**config.mk**
```make
export PLATFORM = sky130hd
export DESIGN_NAME = dec_stage
export DESIGN_NICKNAME = d
export VERILOG_FILES = /design/src/rtl/dec_pkg.sv /design/src/rtl/dec_next_state.sv /design/src/rtl/dec_term_decode.sv /design/src/rtl/dec_stage.sv
export SDC_FILE = /design/constraint.sdc
export NUM_CORES = 1
export LEC_CHECK = 0
export BUFFER_PORTS_ARGS = -buffer_cell sky130_fd_sc_hd__buf_4
export CORE_AREA = 2 2 39 41
export CTS_BUF_LIST = sky130_fd_sc_hd__clkbuf_8
export DETAILED_ROUTE_END_ITERATION = 12
export DIE_AREA = 0 0 41 43
export PLACE_DENSITY = 0.41
export SETUP_SLACK_MARGIN = 0.2
export SLEW_MARGIN = 15
export SYNTH_ARGS = -nofsm -noshare
export SYNTH_HDL_FRONTEND = slang
export SYNTH_SLANG_ARGS = --single-unit
```
**constraint.sdc**
```tcl
create_clock -name clk_i -period 1.6 [get_ports clk_i]
set_clock_uncertainty 0.05 [all_clocks]
set_input_delay 0.08 -clock clk_i [delete_from_list [all_inputs] [get_ports clk_i]]
set_output_delay 0.08 -clock clk_i [all_outputs]
set_load 0.01 [all_outputs]
```
**src/rtl/dec_pkg.sv**
```systemverilog
package dec_pkg;
  localparam int DIGIT_W = 4;
  localparam int LAST_DIGIT = 9;
  typedef logic [DIGIT_W-1:0] digit_t;
  localparam digit_t TERM_CODE = digit_t'(LAST_DIGIT);
endpackage

```
**src/rtl/dec_next_state.sv**
```systemverilog
module dec_next_state
  import dec_pkg::*;
(
  input  digit_t cur_i,
  output digit_t nxt_o
);
  always_comb begin
    unique case (cur_i)
      4'd9:    nxt_o = 4'd0;
      4'd10:   nxt_o = 4'd11;
      4'd11:   nxt_o = 4'd6;
      4'd12:   nxt_o = 4'd13;
      4'd13:   nxt_o = 4'd4;
      4'd14:   nxt_o = 4'd15;
      4'd15:   nxt_o = 4'd2;
      default: nxt_o = cur_i + digit_t'(1);
    endcase
  end
endmodule

```
**src/rtl/dec_term_decode.sv**
```systemverilog
module dec_term_decode
  import dec_pkg::*;
(
  input  digit_t cur_i,
  input  logic   en_i,
  output logic   term_o,
  output logic   cascade_o
);
  assign term_o    = (cur_i == TERM_CODE);
  assign cascade_o = term_o & en_i;
endmodule

```
**src/rtl/dec_stage.sv**
```systemverilog
module dec_stage
  import dec_pkg::*;
(
  input  logic               clk_i,
  input  logic               clr_i,
  input  logic               cnt_en_i,
  output logic [DIGIT_W-1:0] digit_o,
  output logic               term_o,
  output logic               cascade_o
);
  digit_t cnt_q;
  digit_t cnt_nxt;

  dec_next_state u_next (
    .cur_i (cnt_q),
    .nxt_o (cnt_nxt)
  );

  always_ff @(posedge clk_i or posedge clr_i) begin
    if (clr_i)         cnt_q <= '0;
    else if (cnt_en_i) cnt_q <= cnt_nxt;
  end

  dec_term_decode u_dec (
    .cur_i     (cnt_q),
    .en_i      (cnt_en_i),
    .term_o    (term_o),
    .cascade_o (cascade_o)
  );

  assign digit_o = cnt_q;


  inc_step_chk: assert property (@(posedge clk_i) disable iff (clr_i)
    (cnt_en_i && cnt_q < TERM_CODE) |=> (cnt_q == $past(cnt_q) + digit_t'(1)));

  hold_chk: assert property (@(posedge clk_i) disable iff (clr_i)
    !cnt_en_i |=> $stable(cnt_q));

  wrap_chk: assert property (@(posedge clk_i) disable iff (clr_i)
    (term_o && cnt_en_i) |=> (cnt_q == '0));

  cascade_gate_chk: assert property (@(posedge clk_i) disable iff (clr_i)
    cascade_o |-> (cnt_en_i && cnt_q == TERM_CODE));

  illegal_first_chk: assert property (@(posedge clk_i) disable iff (clr_i)
    (cnt_en_i && cnt_q > TERM_CODE && !cnt_q[0]) |=> (cnt_q == $past(cnt_q) + digit_t'(1)));

  illegal_exit_chk: assert property (@(posedge clk_i) disable iff (clr_i)
    (cnt_en_i && cnt_q > TERM_CODE && cnt_q[0]) |=> (cnt_q < TERM_CODE));
endmodule

```
==> results of run 1 <==
[logic make-up after synthesis]
family          after synthesis  synth area share
flops                         4            0.3239
simple gates                 11            0.2146
compound gates               11            0.2268
fa+ha+maj                     4            0.1619
buf+inv                       5           0.07287
[path summary, 6_finish.rpt]
path | start | endpoint | slack, ps | cells past startpoint
max | digit_o[1] | cascade_o | 130 | 5
max in group asynchronous | clr_i | digit_o[0] | 1110 | 3
min reg2reg | digit_o[3] | digit_o[2] | 560 | 2
max reg2reg | digit_o[0] | digit_o[3] | 170 | 5
min in group asynchronous | clr_i | digit_o[1] | 240 | 3
min | cnt_en_i | digit_o[1] | 70 | 2
[critical path, stage by stage, from the launching register on]
cell and delay [ps]:
sky130_fd_sc_hd__dfrtp_2 430, sky130_fd_sc_hd__inv_2 90, sky130_fd_sc_hd__ha_4 150, sky130_fd_sc_hd__nor3b_4 190
sky130_fd_sc_hd__and2_4 170, sky130_fd_sc_hd__buf_6 90
[cell usage in the layout, fill, tap and decap left out]
master / n
sky130_fd_sc_hd__buf_4: 14
sky130_fd_sc_hd__a21oi_1: 4
sky130_fd_sc_hd__inv_2: 3
sky130_fd_sc_hd__clkbuf_8: 3
sky130_fd_sc_hd__and2_4: 2
sky130_fd_sc_hd__nor2_1: 2
sky130_fd_sc_hd__inv_1: 2
sky130_fd_sc_hd__o21ai_0: 2
sky130_fd_sc_hd__ha_4: 2
sky130_fd_sc_hd__dfrtp_2: 2
sky130_fd_sc_hd__dfrtp_1: 2
sky130_fd_sc_hd__buf_6: 2
sky130_fd_sc_hd__nand4_1: 1
sky130_fd_sc_hd__nand3_1: 1
sky130_fd_sc_hd__nor3_4: 1
sky130_fd_sc_hd__nand2b_4: 1
sky130_fd_sc_hd__a2111oi_4: 1
sky130_fd_sc_hd__o31ai_1: 1
sky130_fd_sc_hd__and3_2: 1
sky130_fd_sc_hd__o2bb2ai_1: 1
sky130_fd_sc_hd__nor4_1: 1
sky130_fd_sc_hd__a211oi_1: 1
sky130_fd_sc_hd__nor3b_4: 1
sky130_fd_sc_hd__a31oi_1: 1
sky130_fd_sc_hd__ha_2: 1
sky130_fd_sc_hd__ha_1: 1
sky130_fd_sc_hd__dlygate4sd3_1: 1
[through the flow]
step	util	cells	hold WS (ps)	cell area (µm²)
finish	0.4222	71	73.81	584.3
global route	0.4222	71	95.41	584.3
CTS	0.3770	67	68.18	521.8
detailed placement	0.2848	58	-77.80	394.1
global placement	0.2848	58	-82.53	394.1
floorplan	-	35	-204.1	321.6
[power by group through the flow]
| stage | clock network [mW] | registers (mW) | logic [mW] |
|---|---|---|---|
| global placement | 0 | 0.261 | 0.454 |
| finish | 0.230 | 0.253 | 0.768 |
| CTS | 0.233 | 0.245 | 0.637 |
| detailed placement | 0 | 0.262 | 0.452 |
| floorplan | 0 | 0.258 | 0.289 |
| global route | 0.238 | 0.263 | 0.837 |
[layout make-up]
class / instances / area (µm²) / area share
Multi-Input combinational cell: 26 / 264.0 / 0.4518
Tap cell: 16 / 20.02 / 0.03426
Sequential cell: 4 / 102.6 / 0.1756
Clock buffer: 3 / 41.29 / 0.07066
Inverter: 4 / 15.01 / 0.02570
Timing Repair Buffer: 17 / 137.6 / 0.2355
Clock inverter: 1 / 3.754 / 0.006424
[timing repair]
item | CTS | global route
hold buffers | 1 | 0
pin swaps | 0 | 2
endpoints found under the setup margin | 4 | 4
hold endpoints to repair | 4 | 0
setup buffers | 4 | 4
resized for setup | 8 | 7
[metal layers]
layer  vias to the layer above  wire length, µm  track usage
met1                       158              359       0.1327
met2                        13              458       0.1719
li1                        167                -            -
met4                         0               25       0.1333
met5                         -                0            0
met3                         2               49      0.01571
==> impl_metrics.prom, run 1 <==
# TYPE chip_impl_metric gauge
chip_impl_info{name="outcome",value="finished clean"} 1
chip_impl_metric{name="number_of_global_route_vias_before_repair",unit=""} 343
chip_impl_info{name="timing.hold.worst.class",value="in -> reg"} 1
chip_impl_metric{name="largest_reg_flops",unit=""} 4
chip_impl_metric{name="coreArea",unit="µm²"} 1384
chip_impl_metric{name="p_comb_frac",unit=""} 0.614
chip_impl_metric{name="clk_pin_slew_worst_paths",unit="ps"} 40
chip_impl_metric{name="grt_first_pass_wirelength",unit="µm"} 1338
chip_impl_metric{name="die-area",unit="µm²"} 1763
chip_impl_metric{name="antenna_cells",unit=""} 0
chip_impl_info{name="largest_area_contributor_in_the_netlist",value="sky130_fd_sc_hd__dfrtp_1"} 1
chip_impl_metric{name="route.antenna.remaining_nets",unit=""} 0
chip_impl_metric{name="remaining_drc_errors",unit=""} 0
chip_impl_metric{name="cts_buf_count",unit=""} 3
chip_impl_info{name="timing.setup.critical_path_class",value="reg -> out"} 1
chip_impl_metric{name="htree_levels",unit=""} 1
chip_impl_metric{name="detailroute.via_count",unit=""} 340
chip_impl_metric{name="critPathArrivalTime",unit="ps"} 1340
chip_impl_metric{name="synth_warn",unit=""} 0
chip_impl_metric{name="tightest_slew",unit="ps"} 333.7
chip_impl_metric{name="synth_edf_count",unit=""} 0
chip_impl_metric{name="worst_slew_margin_rel",unit=""} 0.7775
chip_impl_info{name="crit_path_end_kind",value="output port"} 1
chip_impl_info{name="root_buffer",value="sky130_fd_sc_hd__clkbuf_8"} 1
chip_impl_info{name="cts_tree",value="yes"} 1
chip_impl_metric{name="power_switching_share",unit=""} 0.4180
chip_impl_metric{name="postSynthNetCount",unit=""} 42
chip_impl_info{name="synth_top_flop_cell",value="sky130_fd_sc_hd__dfrtp_1"} 1
chip_impl_metric{name="post-synth-top-area-fraction",unit=""} 0.3239
chip_impl_metric{name="width_of_the_die",unit="µm"} 41
chip_impl_metric{name="detail_route.wl_per_cell",unit="µm"} 12.56
chip_impl_metric{name="ir_worst_vdd",unit="µV"} 649.6
chip_impl_metric{name="slew_violations",unit=""} 0
chip_impl_metric{name="power.share.sequential",unit=""} 0.203
chip_impl_metric{name="area.growth.synth_to_final",unit="%"} 89.07
chip_impl_metric{name="tns",unit="ps"} 0
chip_impl_metric{name="finalHoldViolCount",unit=""} 0
chip_impl_metric{name="power_density",unit="nW/µm²"} 2141
chip_impl_metric{name="quantity_of_i_o_buffers_inserted_on_ports",unit=""} 8
chip_impl_metric{name="power.leakage",unit="nW"} 0.2597
chip_impl_metric{name="post_synth_instance_area",unit="µm²"} 309.0
chip_impl_metric{name="postSynthCellCount",unit=""} 35
chip_impl_metric{name="clk_path_buf_depth",unit=""} 2
chip_impl_metric{name="clock-sinks",unit=""} 4
chip_impl_metric{name="grt_antenna_before_repair",unit=""} 0
chip_impl_metric{name="post_route_cells_drive_above_1_share",unit=""} 0.6182
chip_impl_metric{name="cp_max_fo",unit=""} 4
chip_impl_metric{name="power.internal",unit="mW"} 0.7282
chip_impl_metric{name="totalWireLength",unit="µm"} 892
chip_impl_metric{name="final_critical_path_setup_slack",unit="ps"} 130.6
chip_impl_info{name="rsz0062_at_grt",value="true"} 1
chip_impl_metric{name="die_height",unit="µm"} 43
chip_impl_metric{name="clk-insertion-delay-late",unit="ps"} 230
chip_impl_metric{name="max_clock_freq",unit="MHz"} 680.6
chip_impl_metric{name="post-place-ws",unit="ps"} 96.86
chip_impl_metric{name="yosys_register_bits",unit=""} 4
chip_impl_metric{name="finalWorstPathRequiredPeriod",unit="ps"} 1469
chip_impl_metric{name="yosysUniqueCellTypes",unit=""} 22
chip_impl_metric{name="synth-async-reset-ratio",unit=""} 1.000
chip_impl_metric{name="timing.max_cap.violations",unit=""} 0
chip_impl_metric{name="syn-mean-instance-area",unit="µm²"} 8.830
chip_impl_metric{name="boundaryPins",unit=""} 9
chip_impl_info{name="post_synth_main_area_contributors",value="sky130_fd_sc_hd__dfrtp_1 32%, sky130_fd_sc_hd__ha_1 16%, sky130_fd_sc_hd__a21oi_1 6.5%, sky130_fd_sc_hd__inv_1 3.6%, sky130_fd_sc_hd__a2111oi_1 3.2%"} 1
chip_impl_metric{name="sequential_cell_area_fraction_in_the_yosys_report",unit=""} 0.3239
chip_impl_metric{name="cell_rows",unit=""} 14
chip_impl_metric{name="share_clk_of_total_power",unit=""} 0.184
chip_impl_metric{name="avgViaCountPerCell",unit=""} 4.789
chip_impl_metric{name="total_power",unit="mW"} 1.251
chip_impl_metric{name="grt_max_degree",unit=""} 10
chip_impl_info{name="startpoint_type",value="flip-flop"} 1
chip_impl_metric{name="place_congestion",unit=""} 0.8116
chip_impl_info{name="list_of_most_frequent_post_synthesis_cells",value="4 x sky130_fd_sc_hd__a21oi_1, 4 x sky130_fd_sc_hd__dfrtp_1, 4 x sky130_fd_sc_hd__ha_1"} 1
chip_impl_metric{name="finish.net_count",unit=""} 63
chip_impl_metric{name="fin_crit_sh",unit=""} 0.9184
chip_impl_metric{name="timing.critical_path.required",unit="ps"} 1470
chip_impl_metric{name="final.fill_count",unit=""} 135
chip_impl_metric{name="drtPass1Iterations",unit=""} 4
chip_impl_metric{name="report.final.setup_viol",unit=""} 0
chip_impl_metric{name="globalRoute.totalOverflow",unit=""} 0
chip_impl_metric{name="drt-initial-drc-count",unit=""} 8
chip_impl_metric{name="initial_core_utilization",unit=""} 0.2233
chip_impl_metric{name="gr-usage-all-layers",unit=""} 0.1197
chip_impl_metric{name="p_sw",unit="mW"} 0.5229
Note: power is estimated with default switching activity, not from simulation.
==> run 2, diff against run 1 <==
--- a/constraint.sdc
+++ b/constraint.sdc
@@ -4,2 +4,2 @@
 set_output_delay 0.08 -clock clk_i [all_outputs]
-set_load 0.01 [all_outputs]
+set_load 0.005 [all_outputs]
==> run 2 against run 1 <==
Largest power group unchanged. Critical path type unchanged. Fmax increased by 0.14%. Largest cell class unchanged. Critical path depth unchanged. Utilization decreased by 3.0 points. Global-route usage decreased by 0.35 points. Die area unchanged. First-iteration DRC count decreased by 88%. Critical endpoint unchanged. Final area decreased by 7.1%.
==> impl_metrics.prom, run 2 (synthesized netlist as in run 1, its figures left out) <==
# TYPE chip_impl_metric gauge
chip_impl_metric{name="grt_util_met1",unit=""} 0.1182
chip_impl_info{name="global_route_hottest_layer",value="met2"} 1
chip_impl_metric{name="hold_path_depth",unit=""} 2
chip_impl_metric{name="totalWireLength",unit="µm"} 852
chip_impl_metric{name="finalHoldViolCount",unit=""} 0
chip_impl_metric{name="quantity_of_i_o_buffers_inserted_on_ports",unit=""} 8
chip_impl_metric{name="clock-sinks",unit=""} 4
chip_impl_metric{name="dp_hpwl",unit="µm"} 552.5
chip_impl_metric{name="finalWorstPathRequiredPeriod",unit="ps"} 1467
chip_impl_metric{name="boundaryPins",unit=""} 9
chip_impl_info{name="leading_cell_type_in_the_layout_fill_and_taps_excluded",value="sky130_fd_sc_hd__buf_4"} 1
chip_impl_metric{name="htree_levels",unit=""} 1
chip_impl_metric{name="critPathArrivalTime",unit="ps"} 1340
chip_impl_info{name="mostFrequentLayoutCells",value="14 x sky130_fd_sc_hd__buf_4, 4 x sky130_fd_sc_hd__a21oi_1, 3 x sky130_fd_sc_hd__inv_2, 3 x sky130_fd_sc_hd__clkbuf_8"} 1
chip_impl_metric{name="tns",unit="ps"} 0
chip_impl_metric{name="drt-initial-drc-count",unit=""} 1
chip_impl_metric{name="ir_worst_vdd",unit="µV"} 559.2
chip_impl_metric{name="number_of_global_route_vias_before_repair",unit=""} 335
chip_impl_metric{name="cts_buf_count",unit=""} 3
chip_impl_info{name="root_buffer",value="sky130_fd_sc_hd__clkbuf_8"} 1
chip_impl_metric{name="largest_reg_flops",unit=""} 4
chip_impl_metric{name="gr-usage-met2",unit=""} 0.2094
chip_impl_metric{name="globalRoute.totalOverflow",unit=""} 0
chip_impl_metric{name="slew_violations",unit=""} 0
chip_impl_metric{name="finish.net_count",unit=""} 61
chip_impl_info{name="timing.hold.worst.class",value="in -> reg"} 1
chip_impl_metric{name="die_height",unit="µm"} 43
chip_impl_metric{name="worst_r2r_path_depth",unit=""} 5
chip_impl_metric{name="detailroute.via_count",unit=""} 335
chip_impl_metric{name="width_of_the_die",unit="µm"} 41
chip_impl_metric{name="grt_antenna_before_repair",unit=""} 0
chip_impl_info{name="worstSetupStartpoint",value="digit_o[1]"} 1
chip_impl_metric{name="power.leakage",unit="nW"} 0.2427
chip_impl_metric{name="remaining_drc_errors",unit=""} 0
chip_impl_metric{name="report.final.setup_viol",unit=""} 0
chip_impl_info{name="timing.rr.start",value="digit_o[0]"} 1
chip_impl_metric{name="place_congestion",unit=""} 0.7296
chip_impl_metric{name="final_area",unit="µm²"} 543.0
chip_impl_info{name="outcome",value="finished clean"} 1
chip_impl_metric{name="post_route_cells_drive_above_1_share",unit=""} 0.6038
chip_impl_info{name="cts_tree",value="yes"} 1
chip_impl_metric{name="grt_first_pass_wirelength",unit="µm"} 1393
chip_impl_metric{name="route.antenna.remaining_nets",unit=""} 0
chip_impl_metric{name="clk-insertion-delay-late",unit="ps"} 220
chip_impl_info{name="rsz0062_at_grt",value="true"} 1
chip_impl_metric{name="final.hold.worst_slack",unit="ps"} 89.72
chip_impl_metric{name="timing.max_cap.violations",unit=""} 0
chip_impl_metric{name="tightest_slew",unit="ps"} 326.6
chip_impl_info{name="startpoint_type",value="flip-flop"} 1
chip_impl_metric{name="cell_rows",unit=""} 14
chip_impl_info{name="hold_start",value="cnt_en_i"} 1
chip_impl_metric{name="clk_pin_slew_worst_paths",unit="ps"} 30
chip_impl_metric{name="final.fill_count",unit=""} 147
chip_impl_metric{name="avgViaCountPerCell",unit=""} 4.855
chip_impl_metric{name="area.growth.synth_to_final",unit="%"} 75.71
chip_impl_metric{name="fin_util",unit=""} 0.3924
chip_impl_metric{name="post_dp_cell_area",unit="µm²"} 397.9
chip_impl_metric{name="global_route.usage.met3",unit=""} 0.01571
chip_impl_metric{name="max_clock_freq",unit="MHz"} 681.5
chip_impl_metric{name="grt_max_degree",unit=""} 10
chip_impl_metric{name="clk_path_buf_depth",unit=""} 2
chip_impl_metric{name="worst_slew_margin_rel",unit=""} 0.7822
chip_impl_info{name="timing.setup.critical_path_class",value="reg -> out"} 1
chip_impl_metric{name="initial_core_utilization",unit=""} 0.2233
chip_impl_metric{name="gr-usage-all-layers",unit=""} 0.1162
chip_impl_metric{name="cp_max_fo",unit=""} 4
chip_impl_metric{name="drtPass1Iterations",unit=""} 2
chip_impl_info{name="crit_path_end_kind",value="output port"} 1
chip_impl_metric{name="power_density",unit="nW/µm²"} 2085
chip_impl_metric{name="antenna_cells",unit=""} 0
chip_impl_metric{name="detail_route.wl_per_cell",unit="µm"} 12.35
chip_impl_metric{name="fin_crit_sh",unit=""} 0.9171
chip_impl_metric{name="die-area",unit="µm²"} 1763
chip_impl_metric{name="timing.critical_path.required",unit="ps"} 1470
chip_impl_metric{name="coreArea",unit="µm²"} 1384
-- run 2: routing by layer --
layer | routed length (µm) | share of wire
met1 | 339 | 0.40
met2 | 479 | 0.56
met3 | 33 | 0.039
met4 | 0 | 0
met5 | 0 | 0
-- run 2: path summary, 6_finish.rpt --
path                                    to  slack, ps
worst min register to register  digit_o[1]        550
worst max register to register  digit_o[3]        170
worst min-delay path            digit_o[1]         90
min in group asynchronous       digit_o[3]        250
worst max-delay path             cascade_o        130
max in group asynchronous       digit_o[1]       1080
-- run 2: timing repair --
| item | 4_1_cts | 5_1_grt |
|---|---|---|
| hold endpoints to repair | 4 | 0 |
| endpoints found under the setup margin | 4 | 4 |
| hold buffers | 1 | 0 |
| resized for setup | 7 | 5 |
| pin swaps | 2 | 2 |
| buffers inserted | 4 | 1 |
-- run 2: final cells by class --
| class | count | area [µm²] | area share |
|---|---|---|---|
| timing repair buffer | 15 | 115.1 | 0.2120 |
| inverter | 4 | 15.01 | 0.02765 |
| clock buffer | 3 | 41.29 | 0.07604 |
| sequential | 4 | 102.6 | 0.1889 |
| tap | 16 | 20.02 | 0.03687 |
| multi-input combinational | 26 | 245.2 | 0.4516 |
| clock inverter | 1 | 3.754 | 0.006912 |
-- run 2: report_power, final --
part	switching, mW	total [mW]	internal (mW)
Combinational	0.302	0.663	0.361
Clock	0.0540	0.218	0.164
Sequential	0.0926	0.252	0.159
-- run 2: through the flow --
stage | instances | total power [mW] | setup slack (ps)
2_1_floorplan | 35 | 0.5197 | 215.2
3_3_place_gp | 59 | 0.7025 | 133.4
3_5_place_dp | 59 | 0.7043 | 94.36
4_1_cts | 68 | 1.072 | 146.0
5_1_grt | 69 | 1.225 | 64.63
6_report | 69 | 1.132 | 132.6
-- run 2: worst max-delay path: stages, from the launching register on --
cell                      delay, ps
sky130_fd_sc_hd__dfrtp_2        420
sky130_fd_sc_hd__inv_2           90
sky130_fd_sc_hd__ha_4           150
sky130_fd_sc_hd__nor3b_4        210
sky130_fd_sc_hd__and2_1         150
sky130_fd_sc_hd__buf_4          100
==> run 3, diff against run 2 <==
- SYNTH_HIERARCHICAL: not set -> 1
==> run 3 against run 2 <==
Power shrank 1.7%. Flip-flop and latch count unchanged. Setup slack worse by 46 ps. Wire length shrank 17%. Sequential share of layout area increased by 1.5 points. Critical path type is now reg -> reg. Largest cell class unchanged. Global-route usage is 2.2 points lower.
==> impl_metrics.prom, run 3 <==
# TYPE chip_impl_metric gauge
chip_impl_info{name="mostFrequentLayoutCells",value="11 x sky130_fd_sc_hd__buf_4, 3 x sky130_fd_sc_hd__mux2_2, 3 x sky130_fd_sc_hd__inv_1, 3 x sky130_fd_sc_hd__clkbuf_8, 3 x sky130_fd_sc_hd__o21ai_0"} 1
chip_impl_info{name="timing.setup.critical_path_class",value="reg -> reg"} 1
chip_impl_metric{name="finalHoldViolCount",unit=""} 0
chip_impl_metric{name="drt-initial-drc-count",unit=""} 7
chip_impl_metric{name="syn-mean-instance-area",unit="µm²"} 9.658
chip_impl_metric{name="cp_num_buf_inv",unit=""} 1
chip_impl_metric{name="grt_first_pass_wirelength",unit="µm"} 1131
chip_impl_metric{name="avgViaCountPerCell",unit=""} 4.708
chip_impl_metric{name="fin_util",unit=""} 0.3644
chip_impl_info{name="post_synth_main_area_contributors",value="sky130_fd_sc_hd__dfrtp_1 32%, sky130_fd_sc_hd__ha_1 16%, sky130_fd_sc_hd__mux2_2 15%, sky130_fd_sc_hd__o21ai_0 6.5%, sky130_fd_sc_hd__inv_1 4.9%"} 1
chip_impl_metric{name="slew_violations",unit=""} 0
chip_impl_metric{name="synth_warn",unit=""} 6
chip_impl_metric{name="clock-sinks",unit=""} 4
chip_impl_metric{name="postSynthNetCount",unit=""} 39
chip_impl_metric{name="htree_levels",unit=""} 1
chip_impl_metric{name="grt_antenna_before_repair",unit=""} 0
chip_impl_metric{name="clk_path_buf_depth",unit=""} 2
chip_impl_metric{name="cts_buf_count",unit=""} 3
chip_impl_metric{name="initial_core_utilization",unit=""} 0.2233
chip_impl_metric{name="detailroute.via_count",unit=""} 306
chip_impl_metric{name="die-area",unit="µm²"} 1763
chip_impl_metric{name="critPathArrivalTime",unit="ps"} 1560
chip_impl_metric{name="critical_path.max_stage_delay",unit="ps"} 400
chip_impl_metric{name="postSynthCellCount",unit=""} 32
chip_impl_metric{name="coreArea",unit="µm²"} 1384
chip_impl_metric{name="multiInputGateArea",unit="µm²"} 217.7
chip_impl_metric{name="layout.area.seq",unit="µm²"} 102.6
chip_impl_metric{name="post-synth-top-area-fraction",unit=""} 0.3239
chip_impl_metric{name="clk_pin_slew_worst_paths",unit="ps"} 30
chip_impl_metric{name="tns",unit="ps"} 0
chip_impl_metric{name="grt_max_degree",unit=""} 10
chip_impl_metric{name="final.fill_count",unit=""} 150
chip_impl_metric{name="timing.critical_path.required",unit="ps"} 1650
chip_impl_metric{name="finalWorstPathRequiredPeriod",unit="ps"} 1513
chip_impl_metric{name="totalWireLength",unit="µm"} 709
chip_impl_metric{name="route.antenna.remaining_nets",unit=""} 0
chip_impl_metric{name="die_height",unit="µm"} 43
chip_impl_metric{name="report.final.setup_viol",unit=""} 0
chip_impl_metric{name="ir_worst_vdd",unit="µV"} 737.1
chip_impl_info{name="crit_path_top_delay_cell",value="sky130_fd_sc_hd__dfrtp_2"} 1
chip_impl_metric{name="worst_slew_margin_rel",unit=""} 0.8229
chip_impl_metric{name="power_density",unit="nW/µm²"} 2206
chip_impl_metric{name="cp_max_fo",unit=""} 4
chip_impl_metric{name="final_critical_path_setup_slack",unit="ps"} 87.01
chip_impl_metric{name="largest_reg_flops",unit=""} 4
chip_impl_metric{name="globalRoute.totalOverflow",unit=""} 0
chip_impl_metric{name="place_congestion",unit=""} 0.6399
chip_impl_info{name="crit_family",value="flip-flops"} 1
chip_impl_metric{name="post_synth_instance_area",unit="µm²"} 309.0
chip_impl_info{name="largest_area_contributor_in_the_netlist",value="sky130_fd_sc_hd__dfrtp_1"} 1
chip_impl_metric{name="area.growth.synth_to_final",unit="%"} 63.16
chip_impl_metric{name="remaining_drc_errors",unit=""} 0
chip_impl_info{name="leading_cell_type_in_the_layout_fill_and_taps_excluded",value="sky130_fd_sc_hd__buf_4"} 1
chip_impl_metric{name="tightest_slew",unit="ps"} 265.7
chip_impl_metric{name="quantity_of_i_o_buffers_inserted_on_ports",unit=""} 8
chip_impl_metric{name="timing.max_cap.violations",unit=""} 0
chip_impl_info{name="synth_top_flop_cell",value="sky130_fd_sc_hd__dfrtp_1"} 1
chip_impl_metric{name="total_power",unit="mW"} 1.112
chip_impl_metric{name="post_route_cells_drive_above_1_share",unit=""} 0.5306
chip_impl_metric{name="clk-insertion-delay-late",unit="ps"} 220
chip_impl_metric{name="drtPass1Iterations",unit=""} 4
chip_impl_metric{name="cell_rows",unit=""} 14
chip_impl_metric{name="sequential_cell_area_fraction_in_the_yosys_report",unit=""} 0.3239
chip_impl_metric{name="finish.net_count",unit=""} 57
chip_impl_metric{name="fin_crit_sh",unit=""} 0.9456
chip_impl_metric{name="post-place-ws",unit="ps"} -16.23
chip_impl_info{name="startpoint_type",value="flip-flop"} 1
chip_impl_metric{name="number_of_global_route_vias_before_repair",unit=""} 278
chip_impl_metric{name="dp_hpwl",unit="µm"} 511.5
chip_impl_metric{name="yosysUniqueCellTypes",unit=""} 14
chip_impl_info{name="outcome",value="finished clean"} 1
chip_impl_metric{name="gr-usage-all-layers",unit=""} 0.09457
chip_impl_info{name="cts_tree",value="yes"} 1
chip_impl_info{name="timing.hold.worst.class",value="in -> reg"} 1
chip_impl_metric{name="antenna_cells",unit=""} 0
chip_impl_info{name="crit_path_end_kind",value="flip-flop"} 1
chip_impl_info{name="root_buffer",value="sky130_fd_sc_hd__clkbuf_8"} 1
chip_impl_info{name="rsz0062_at_grt",value="true"} 1
chip_impl_metric{name="synth-async-reset-ratio",unit=""} 1.000
chip_impl_metric{name="yosys_register_bits",unit=""} 4
chip_impl_metric{name="max_clock_freq",unit="MHz"} 660.9
chip_impl_metric{name="synth_edf_count",unit=""} 0
chip_impl_metric{name="width_of_the_die",unit="µm"} 41
chip_impl_metric{name="boundaryPins",unit=""} 9
chip_impl_info{name="list_of_most_frequent_post_synthesis_cells",value="4 x sky130_fd_sc_hd__dfrtp_1, 4 x sky130_fd_sc_hd__ha_1, 4 x sky130_fd_sc_hd__inv_1, 4 x sky130_fd_sc_hd__mux2_2, 4 x sky130_fd_sc_hd__o21ai_0"} 1
chip_impl_info{name="series_of_cell_instances_along_the_critical_path",value="inv_2 -> ha_1 -> o31ai_2 -> nand3_1 -> o21a_1 -> mux2_2"} 1
chip_impl_metric{name="power.leakage",unit="nW"} 0.2364
chip_impl_metric{name="detail_route.wl_per_cell",unit="µm"} 10.91
## run 3: cell types whose count changed after synthesis, moves of 2 or more
cell / before / now
sky130_fd_sc_hd__o21ai_0: 2 / 4
sky130_fd_sc_hd__nor2_1: 2 / 0
sky130_fd_sc_hd__a21oi_1: 4 / 2
sky130_fd_sc_hd__nand2_1: 0 / 2
sky130_fd_sc_hd__mux2_2: 0 / 4
## run 3: per-layer routing
metal  GRT usage  part of all wire
met1      0.1165              0.43
met2      0.1344              0.53
met3     0.01571             0.034
met4     0.08000                 0
met5           0                 0
## run 3: cell type report
class	count	share of cell area
multi-input cells	24	0.4318
well taps	16	0.03970
repair buffers	13	0.2060
inverters	4	0.02978
clock inverters	1	0.007444
clock buffers	3	0.08189
flip-flops and latches	4	0.2035
## run 3: final timing paths
check,to,slack [ps],cells past startpoint,startpoint
max,digit_o[2],90,6,digit_o[0]
min,digit_o[2],110,2,cnt_en_i
max reg2reg,digit_o[2],90,6,digit_o[0]
min reg2reg,digit_o[1],550,1,digit_o[1]
max in group asynchronous,digit_o[1],1080,3,clr_i
min in group asynchronous,digit_o[2],250,3,clr_i
## run 3: logic make-up after synthesis
logic type               after synthesis  share of synthesized area
buffers and inverters                  4                    0.04857
AO/OA/AOI/OAI                         11                     0.2186
flip-flops                             4                     0.3239
multiplexers                           4                     0.1457
AND/OR/NAND/NOR                        5                     0.1012
adder cells (fa/ha/maj)                4                     0.1619
## run 3: power by group
| part | switching [mW] | internal (mW) |
|---|---|---|
| sequential | 0.102 | 0.161 |
| clock | 0.0518 | 0.163 |
| combinational | 0.262 | 0.372 |
| total | 0.416 | 0.697 |
## run 3: repair_timing
item,in CTS,in global routing
hold buffers,1,0
endpoints found under the setup margin,4,5
endpoints found under the hold margin,4,0
buffers inserted,2,0
gates resized for setup,6,2
pin swaps,2,1
## run 3: through the flow
step                hold slack (ps)  cell area [µm²]  cells
finish                        114.3            504.2     65
global route                  109.6            504.2     65
CTS                           109.2            500.5     65
detailed placement           -74.52            407.9     58
global placement             -75.61            407.9     58
floorplan                    -204.0            312.8     32
## run 3: worst reg2reg max path, stage by stage, from the launching register on
cell and delay, ps:
sky130_fd_sc_hd__dfrtp_2 400, sky130_fd_sc_hd__inv_2 70, sky130_fd_sc_hd__ha_1 230, sky130_fd_sc_hd__o31ai_2 180, sky130_fd_sc_hd__nand3_1 90, sky130_fd_sc_hd__o21a_1 120
sky130_fd_sc_hd__mux2_2 250
